File: src/rtl/ssq_pkg.sv
package ssq_pkg;
  typedef enum logic [1:0] {
    MODE_FIXED = 2'b00,
    MODE_GATED = 2'b01,
    MODE_ACT   = 2'b10,
    MODE_RSVD  = 2'b11
  } ssq_mode_e;
endpackage

File: src/rtl/ssq_ext_gate.sv
module ssq_ext_gate #(
  parameter int AWAKE_CYC = 25
) (
  input  logic clk,
  input  logic rst_n,
  input  logic ext_i,
  output logic level_o,
  output logic fall_due_o
);
  localparam int EW = $clog2(AWAKE_CYC + 1);
  localparam logic [EW-1:0] LAST = EW'(AWAKE_CYC - 1);

  logic          lvl_q, lvl_d;
  logic [EW-1:0] cnt_q, cnt_d;
  logic          differ, due;

  assign differ = (ext_i != lvl_q);
  assign due    = differ && (cnt_q == LAST);

  always_comb begin
    lvl_d = lvl_q;
    cnt_d = '0;
    if (due) begin
      lvl_d = ext_i;
    end else if (differ) begin
      cnt_d = cnt_q + 1'b1;
    end
  end

  always_ff @(posedge clk or negedge rst_n) begin
    if (!rst_n) begin
      lvl_q <= 1'b0;
      cnt_q <= '0;
    end else begin
      lvl_q <= lvl_d;
      cnt_q <= cnt_d;
    end
  end

  assign level_o    = lvl_q;
  assign fall_due_o = due && lvl_q;

  // the gated level only ever moves to the level seen on the input
  p_gate_follows_r8: assert property (@(posedge clk) disable iff (!rst_n)
    (lvl_q != $past(lvl_q)) |-> (lvl_q == $past(ext_i)));
endmodule

File: src/rtl/ssq_cycle_timer.sv
module ssq_cycle_timer #(
  parameter int CNT_W = 16
) (
  input  logic             clk,
  input  logic             rst_n,
  input  logic             hold_i,
  input  logic [CNT_W-1:0] len_i,
  output logic [CNT_W-1:0] cnt_o
);
  logic [CNT_W-1:0] cnt_q, cnt_d;
  logic             wrap;

  assign wrap = (cnt_q >= (len_i - CNT_W'(1)));

  always_comb begin
    if (hold_i || wrap) cnt_d = '0;
    else                cnt_d = cnt_q + 1'b1;
  end

  always_ff @(posedge clk or negedge rst_n) begin
    if (!rst_n) cnt_q <= '0;
    else        cnt_q <= cnt_d;
  end

  assign cnt_o = cnt_q;

  // the count never runs past the period it was given
  p_cnt_in_period_r2: assert property (@(posedge clk) disable iff (!rst_n)
    ($past(cnt_q) >= ($past(len_i) - CNT_W'(1))) |-> (cnt_q == '0));
endmodule

File: src/rtl/ssq_rate_ctl.sv
module ssq_rate_ctl #(
  parameter int TO_CYC = 2800000
) (
  input  logic clk,
  input  logic rst_n,
  input  logic act_mode_i,
  input  logic smp_i,
  input  logic flip_i,
  output logic fast_o
);
  localparam int TW = $clog2(TO_CYC + 1);
  localparam logic [TW-1:0] TO_LAST = TW'(TO_CYC - 1);

  logic          fast_q, fast_d;
  logic [TW-1:0] tc_q, tc_d;

  always_comb begin
    fast_d = fast_q;
    tc_d   = tc_q;
    if (!act_mode_i) begin
      fast_d = 1'b0;
      tc_d   = '0;
    end else if (smp_i && flip_i) begin
      fast_d = 1'b1;
      tc_d   = '0;
    end else if (fast_q) begin
      if (tc_q == TO_LAST) begin
        fast_d = 1'b0;
        tc_d   = '0;
      end else begin
        tc_d = tc_q + 1'b1;
      end
    end
  end

  always_ff @(posedge clk or negedge rst_n) begin
    if (!rst_n) begin
      fast_q <= 1'b0;
      tc_q   <= '0;
    end else begin
      fast_q <= fast_d;
      tc_q   <= tc_d;
    end
  end

  assign fast_o = fast_q;

  p_fast_on_flip_r6: assert property (@(posedge clk) disable iff (!rst_n)
    (act_mode_i && smp_i && flip_i) |=> fast_q);
  p_timeout_bound_r7: assert property (@(posedge clk) disable iff (!rst_n)
    (tc_q <= TO_LAST) && (fast_q || tc_q == '0));
endmodule

File: src/rtl/ssq_hyst_latch.sv
module ssq_hyst_latch #(
  parameter int FIELD_W = 12,
  parameter int OP_THR  = 36,
  parameter int RP_THR  = -36
) (
  input  logic                      clk,
  input  logic                      rst_n,
  input  logic                      smp_i,
  input  logic signed [FIELD_W-1:0] field_i,
  output logic                      out_o,
  output logic                      flip_o
);
  localparam logic signed [FIELD_W-1:0] OP_F = FIELD_W'(OP_THR);
  localparam logic signed [FIELD_W-1:0] RP_F = FIELD_W'(RP_THR);

  logic out_q, out_d;

  always_comb begin
    out_d = out_q;
    if (smp_i) begin
      if (field_i >= OP_F)      out_d = 1'b1;
      else if (field_i <= RP_F) out_d = 1'b0;
    end
  end

  always_ff @(posedge clk or negedge rst_n) begin
    if (!rst_n) out_q <= 1'b0;
    else        out_q <= out_d;
  end

  assign out_o  = out_q;
  assign flip_o = (out_d != out_q);

  p_set_above_r9: assert property (@(posedge clk) disable iff (!rst_n)
    (smp_i && field_i >= OP_F) |=> out_q);
  p_clear_below_r9: assert property (@(posedge clk) disable iff (!rst_n)
    (smp_i && field_i <= RP_F) |=> !out_q);
  p_hold_unsampled_r10: assert property (@(posedge clk) disable iff (!rst_n)
    (out_q != $past(out_q)) |-> $past(smp_i));
endmodule

File: src/rtl/sample_sleep_seq.sv
module sample_sleep_seq
  import ssq_pkg::*;
#(
  parameter int AWAKE_CYC       = 25,
  parameter int NORM_PERIOD     = 700,
  parameter int SLOW_PERIOD     = 28000,
  parameter int TIMEOUT_PERIODS = 100,
  parameter int FIELD_W         = 12,
  parameter int OP_THR          = 36,
  parameter int RP_THR          = -36
) (
  input  logic                      clk,
  input  logic                      rst_n,
  input  logic [1:0]                mode_sel,
  input  logic                      ext_clk,
  input  logic signed [FIELD_W-1:0] field,
  output logic                      awake,
  output logic                      sensor_out
);
  localparam int FAST_PERIOD = 8 * AWAKE_CYC;
  localparam int TO_CYC      = TIMEOUT_PERIODS * SLOW_PERIOD;
  localparam int MAX_A       = (NORM_PERIOD > SLOW_PERIOD) ? NORM_PERIOD : SLOW_PERIOD;
  localparam int MAX_P       = (MAX_A > FAST_PERIOD) ? MAX_A : FAST_PERIOD;
  localparam int CNT_W       = $clog2(MAX_P + 1);

  ssq_mode_e        mode_q, mode_eff, mode_dec;
  logic [CNT_W-1:0] cnt, len;
  logic             gate_lvl, gate_fall, fast, smp, flip, gated, take;

  assign mode_dec = (mode_sel == MODE_RSVD) ? MODE_FIXED : ssq_mode_e'(mode_sel);
  assign take     = (cnt == '0) && !((mode_q == MODE_GATED) && gate_lvl);
  assign mode_eff = take ? mode_dec : mode_q;
  assign gated    = (mode_eff == MODE_GATED);

  always_comb begin
    if (mode_eff == MODE_ACT) len = fast ? CNT_W'(FAST_PERIOD) : CNT_W'(SLOW_PERIOD);
    else                      len = CNT_W'(NORM_PERIOD);
  end

  always_comb begin
    if (gated) begin
      awake = gate_lvl;
      smp   = gate_fall;
    end else begin
      awake = (cnt < CNT_W'(AWAKE_CYC));
      smp   = (cnt == CNT_W'(AWAKE_CYC - 1));
    end
  end

  always_ff @(posedge clk or negedge rst_n) begin
    if (!rst_n) mode_q <= MODE_FIXED;
    else        mode_q <= mode_eff;
  end

  ssq_ext_gate #(.AWAKE_CYC(AWAKE_CYC)) u_gate (
    .clk(clk), .rst_n(rst_n), .ext_i(ext_clk),
    .level_o(gate_lvl), .fall_due_o(gate_fall)
  );

  ssq_cycle_timer #(.CNT_W(CNT_W)) u_timer (
    .clk(clk), .rst_n(rst_n), .hold_i(gated), .len_i(len), .cnt_o(cnt)
  );

  ssq_rate_ctl #(.TO_CYC(TO_CYC)) u_rate (
    .clk(clk), .rst_n(rst_n), .act_mode_i(mode_eff == MODE_ACT),
    .smp_i(smp), .flip_i(flip), .fast_o(fast)
  );

  ssq_hyst_latch #(.FIELD_W(FIELD_W), .OP_THR(OP_THR), .RP_THR(RP_THR)) u_latch (
    .clk(clk), .rst_n(rst_n), .smp_i(smp), .field_i(field),
    .out_o(sensor_out), .flip_o(flip)
  );

  p_sample_while_awake_r10: assert property (@(posedge clk) disable iff (!rst_n)
    smp |-> awake);
  p_gated_sample_last_r11: assert property (@(posedge clk) disable iff (!rst_n)
    (gated && smp) |=> !gate_lvl);
  p_mode_held_mid_period_r4: assert property (@(posedge clk) disable iff (!rst_n)
    (cnt != '0) |-> (mode_eff == $past(mode_eff)));
endmodule

File: config.mk
export PLATFORM = sky130hd
export DESIGN_NAME = sample_sleep_seq
export DESIGN_NICKNAME = d
export VERILOG_FILES = /design/src/rtl/ssq_pkg.sv /design/src/rtl/ssq_ext_gate.sv /design/src/rtl/ssq_cycle_timer.sv /design/src/rtl/ssq_rate_ctl.sv /design/src/rtl/ssq_hyst_latch.sv /design/src/rtl/sample_sleep_seq.sv
export SDC_FILE = /design/constraint.sdc
export NUM_CORES = 1
export LEC_CHECK = 0
export ABC_AREA = 1
export BUFFER_PORTS_ARGS = -buffer_cell sky130_fd_sc_hd__clkbuf_2
export CORE_MARGIN = 2
export CORE_UTILIZATION = 35
export DETAILED_ROUTE_END_ITERATION = 10
export SYNTH_ARGS = -nofsm -noshare
export SYNTH_HDL_FRONTEND = slang
export SYNTH_SLANG_ARGS = --single-unit
export TNS_END_PERCENT = 30
File: constraint.sdc
create_clock -name clk -period 3.6 [get_ports clk]
set_input_delay 0.54 -clock clk [delete_from_list [all_inputs] [get_ports clk]]
set_output_delay 0.54 -clock clk [all_outputs]
set_load 0.02 [all_outputs]
======== Word level (Yosys, flattened, before mapping) ========
Index checks and enable logic that the tools add are counted.
word-level totals
  register bits after elaboration ......... 47
  output and inout bits ................... 2
  word-level logic and storage cells ...... 53
operators by class
  $add $sub $neg .......................... 4
  order comparisons ....................... 4
  equality and inequality tests ........... 10
  muxes and demuxes ....................... 20
  reductions and logical operators ........ 8
operator list
  operator                 count
  $mux W22                 4
  $mux W15                 3
  $add A22 B1 Y22 const B  1
  $eq A22 B22 Y1 const B   1
  $add A15 B1 Y15 const B  1
  $eq A15 B5 Y1 const B    1
  $ge A15 B15 Y1           1
  $logic_not A15 Y1        1
  $lt A15 B5 Y1 const B    1
  $sub A15 B1 Y15 const B  1
  $ge A12 B7 Y1 const B    1
  $le A12 B7 Y1 const B    1
  $mux W5                  2
  $mux W1                  9
  $add A5 B1 Y5 const B    1
  $eq A5 B5 Y1 const B     1
  $logic_and A1 B1 Y1      5
  $eq A2 B1 Y1 const B     2
  $eq A2 B2 Y1 const B     2
  $mux W2                  2
  $ne A3 B3 Y1 const B     1
  $ne A1 B1 Y1             2
  $logic_not A1 Y1         1
  $logic_or A1 B1 Y1       1

======== Longest topological paths before layout ========
  depth in word-level cells ............... 12
  depth in mapped cells ................... 25
  depth with buffers taken out ............ 24

======== Modules after synthesis ========
Synthesis repeated with hierarchy kept, for this count alone.
second synthesis, totals
  cell total of the unflattened synthesis .. 538
  area, all modules ....................... 3,824.9 um2
modules (own cells, without submodules)
  module            instances  cells an instance  area each (um2)  seq. area each (um2)
  ssq_rate_ctl      1          214                1,530.2          575.6
  ssq_cycle_timer   1          201                1,511.4          375.4
  ssq_ext_gate      1          41                 342.8            150.1
  sample_sleep_seq  1          55                 304.0            50.0
  ssq_hyst_latch    1          27                 136.4            25.0

======== Worst setup path before layout ========
Ideal clock, no wire load.
  kind .................................... reg2reg
  start point ............................. reg u_timer.cnt_q[0] (netlist: u_timer.cnt_o[0])
  end point ............................... reg u_timer.cnt_q[9] (netlist: u_timer.cnt_o[9])
  library setup time ...................... 0.122 ns
  arrival ................................. 2.582 ns
  path slack .............................. 0.896 ns
  stages on the path, launching flop included .. 21
  buffers on the path ..................... 1
  period minus slack after synthesis ...... 2.704 ns
  path through ............................ dfrtp_1 inv_1 ha_1 nand2_1 inv_1 nand2_1 nor2_2 nand3_1 nand2_4 nand2_4 nor2_4 inv_1 ha_1 nand2_1 nor4_1 nand2_1 nor2_1 nor2_2 nand2_2 buf_6 nor2_2
between the ends
  longest elaborated chain between the ends .. 9
RTL lines
  element                  line                    source
  start, declared          ssq_cycle_timer.sv:10   logic [CNT_W-1:0] cnt_q, cnt_d;
  start signal, assigned   ssq_cycle_timer.sv:22   else cnt_q <= cnt_d;
  $logic_not A15 Y1 (*)    sample_sleep_seq.sv:31  assign take = (cnt == '0) && !((mode_q == MODE_GATED) && gate_lvl);
  $logic_and A1 B1 Y1 (*)  sample_sleep_seq.sv:31
  $mux W2 (*)              sample_sleep_seq.sv:32  assign mode_eff = take ? mode_dec : mode_q;
  via mode_eff[1]          sample_sleep_seq.sv:26  ssq_mode_e mode_q, mode_eff, mode_dec;
  $eq A2 B2 Y1             sample_sleep_seq.sv:36  if (mode_eff == MODE_ACT) len = fast ? CNT_W'(FAST_PERIOD) : CNT_W'(SLOW_PERIOD);
  $mux W15                 sample_sleep_seq.sv:36
  $sub A15 B1 Y15          ssq_cycle_timer.sv:13   assign wrap = (cnt_q >= (len_i - CNT_W'(1)));
  $ge A15 B15 Y1           ssq_cycle_timer.sv:13
  $logic_or A1 B1 Y1 (*)   ssq_cycle_timer.sv:16   if (hold_i || wrap) cnt_d = '0;
  $mux W15 (*)             ssq_cycle_timer.sv:16
  via u_timer.cnt_d[9]     ssq_cycle_timer.sv:10
The timed path passes the listed nets; every way through them passes the cells marked *.
A chain may end at the register's enable or synchronous reset.

======== Worst setup path in the final report ========
  start point ............................. reg u_timer.cnt_q[0] (netlist: u_timer.cnt_o[0])
  end point ............................... reg u_timer.cnt_q[3] (netlist: u_timer.cnt_o[3])
The elaborated chain is that of the path after synthesis.

==> results.toml <==
[outcome]
status = "complete, no violations"

[global_route]
track_usage_pct = 14.9
grt_overflow = 0
grt_pass1_wl_mm = 12.3
grt_max_degree = 33
grt_pass1_vias = 2736
antenna_found_initial = 0

[setup_path]
path_buf_inv = 3
cpLargestDelayFamily = "simple AND/OR/NAND/NOR gates"
cp_slowest_cell = "dfrtp_1"
worst-path-max-fanout = 15
crit_cells = 23
cp-end-kind = "flop"
path_cells = "inv_1 -> ha_1 -> nand2_1 -> nor2_1 -> nand3_1 -> nand2_1 -> nand2_4 -> nand2_4 -> clkinv_2 -> nand2_1 -> inv_1 -> ha_1 -> nand2_1 -> nor2_1 -> o21ai_0 -> o211ai_1 -> nand2_1 -> nand2_1 -> nand4_1 -> nand2_1 -> nand2_1 -> nand2_2 -> nor2_1"
worstSetupPathType = "reg2reg"
worstPathRequired_ns = 3.79
cp.arrival_ns = 3.25
cp_slowest_stage_delay_ns = 0.43
ff2ff_path_depth = 23
worstSetupStartpointType = "flop"
cp_common_cell = "nand2_1"

[final_layout]
drive_gt1_share_pct = 13.8
nNetsFinal = 489
final_common_cell = "nand2_1"
fin_util_pct = 39.2
syn2layout_area_growth_pct = 9.39
layout_common_cells = "nand2_1, inv_1, nor2_1, nand3_1, dfrtp_1"
final_cells = 567
diodes = 0

[route]
drt-total-wl_mm = 6.61
wl_per_cell_um = 11.7
first_pass_iters = 4
vias_per_cell = 4.83
ant_nets = 0
vias = 2736
detail_route.iter0.violations = 112
drc = 0

[yosys]
synth.net_count = 469
ys_ff_latch = 47
syn_area_mm2 = 0.00328
syn_area_per_cell_um2 = 7.54
yosysWarnings = 0
yosysUniqueCellTypes = 31
synthCells = 435
ys_seq_area_share_pct = 35.9

[clock_tree]
cts_resized = 0
hold_buffers = 0
clk_path_buf_depth = 2
tritoncts = "done"
cts_sinks = 47
clk-insertion-delay-late_ns = 0.31
cts_root_buffer = "clkbuf_8"
postCtsSetupBuffers = 0
clk_pin_slew_worst_paths_ns = 0.09
numCtsBuffers = 5
htree_levels = 2

[die]
die_height_um = 101
coreArea_mm2 = 0.00915
die_area_mm2 = 0.0102
start_util_pct = 35.8
io_pins = 19
dieWidth_um = 101
row_count = 35

[power_and_ir_drop]
p_leak_nw = 1.77
combPwrFrac_pct = 37.0
power_frac_seq_pct = 35.8
switching_power_uw = 677
p_int_mw = 1.03
swShare_pct = 39.6
p_clk_share_pct = 27.2
ir_worst_vdd_uv = 154
power_density_mw_per_mm2 = 476

[sta]
finClkSkew_ns = 0.00852
setup_viol = 0
period_needed_ns = 3.06
tns_ns = 0
max_freq_ghz = 0.327
hold_viol_final = 0
fin_crit_sh_pct = 85.1
maxSlewViolCount = 0
grt_setup_unrepaired = "false"

[placement]
place.gp.congestion = 0.877
io_buffers = 18
dp_cells = 559
hpwlAfterDp_mm = 5.01

[min_path]
hold_class = "in2async"

[flow_run]
maxCapViolCount = 0
[worst reg2reg max path, delay by kind of cell, from the launching register on]
family          cells  cell delay (ns)
simple gates       16             1.62
buf+inv             3             0.26
flops               1             0.43
fa+ha+maj           2             0.47
compound gates      2             0.17
[state kept, by name, indices dropped and copies added, names as in the netlist]
signal / cells
u_rate.tc_q: 22
u_timer.cnt_o: 15
u_gate.cnt_q: 5
mode_q: 2
u_gate.level_o: 1
u_latch.out_o: 1
u_rate.fast_o: 1
[synthesized netlist by cell type]
cell	instances	area, um2
nand2_1	87	327
inv_1	58	218
nor2_1	54	203
nand3_1	49	245
dfrtp_1	47	1180
xor2_1	25	219
ha_1	17	213
nor2_2	14	87.6
a21oi_1	12	60.1
nand4_1	12	75.1
nor3_1	9	45.0
o21ai_0	6	30.0
buf_6	5	56.3
nand2_4	5	56.3
xnor2_1	5	43.8
nand2_2	4	25.0
nor2_4	4	45.0
inv_2	3	11.3
o211ai_1	3	22.5
nor3_2	2	20.0
nor4_1	2	12.5
o22ai_1	2	12.5
o31ai_1	2	15.0
a31o_2	1	8.76
buf_2	1	5.00
buf_4	1	7.51
clkinv_2	1	5.00
conb_1	1	3.75
nand3b_1	1	7.51
o21ai_4	1	16.3
or2_2	1	6.26
[path summary, 6_finish.rpt]
check                            startpoint           endpoint  slack, ns
min                                   rst_n    u_rate.tc_q[12]       0.17
max                        u_timer.cnt_o[0]   u_timer.cnt_o[3]       0.54
max reg2reg                u_timer.cnt_o[0]   u_timer.cnt_o[3]       0.54
min reg2reg                 u_gate.cnt_q[0]    u_gate.cnt_q[0]       0.49
min in group clk            u_gate.cnt_q[0]    u_gate.cnt_q[0]       0.49
max in group asynchronous             rst_n  u_timer.cnt_o[12]       2.67
[area by class of cell]
class,instances,area (um2)
fill,954,5570
tap,111,139
sequential,47,1180
timing repair buffer,20,105
clock buffer,6,72.6
multi-input combinational,319,1800
clock inverter,2,60.1
inverter,62,234
[power by group through the flow]
stage	sequential [mW]	clock (mW)	combinational, mW
floorplan	0.613	0	0.525
global placement	0.621	0	0.627
detailed placement	0.623	0	0.639
CTS	0.612	0.475	0.641
global route	0.618	0.495	0.723
finish	0.612	0.464	0.632
[metrics by stage]
step	cell area [um2]	worst slack (ns)	hold slack, ns	power (mW)
global placement	3450	0.589	0.474	1.25
CTS	3590	0.498	0.187	1.73
global route	3590	0.131	0.205	1.84
floorplan	3280	0.896	0.244	1.14
detailed placement	3450	0.525	0.485	1.26
finish	3590	0.537	0.174	1.71
[per-layer routing]
| layer | track usage [%] | share of wire [%] | wire (um) | up-vias |
|---|---|---|---|---|
| li1 | - | - | - | 1432 |
| met1 | 19.4 | 48 | 3200 | 1257 |
| met2 | 25.1 | 47 | 3100 | 36 |
| met3 | 2.36 | 2.9 | 193 | 11 |
| met4 | 5.48 | 1.8 | 118 | 0 |
| met5 | 0 | 0 | 0 | - |
[logic make-up after synthesis]
family	share of synthesized area (%)
simple gates	35.2
buf+inv	9.24
flops	35.9
xor+xnor	8.02
compound gates	5.04
fa+ha+maj	6.49
other cells	0.114
Note: power is estimated with default switching activity, not from simulation.
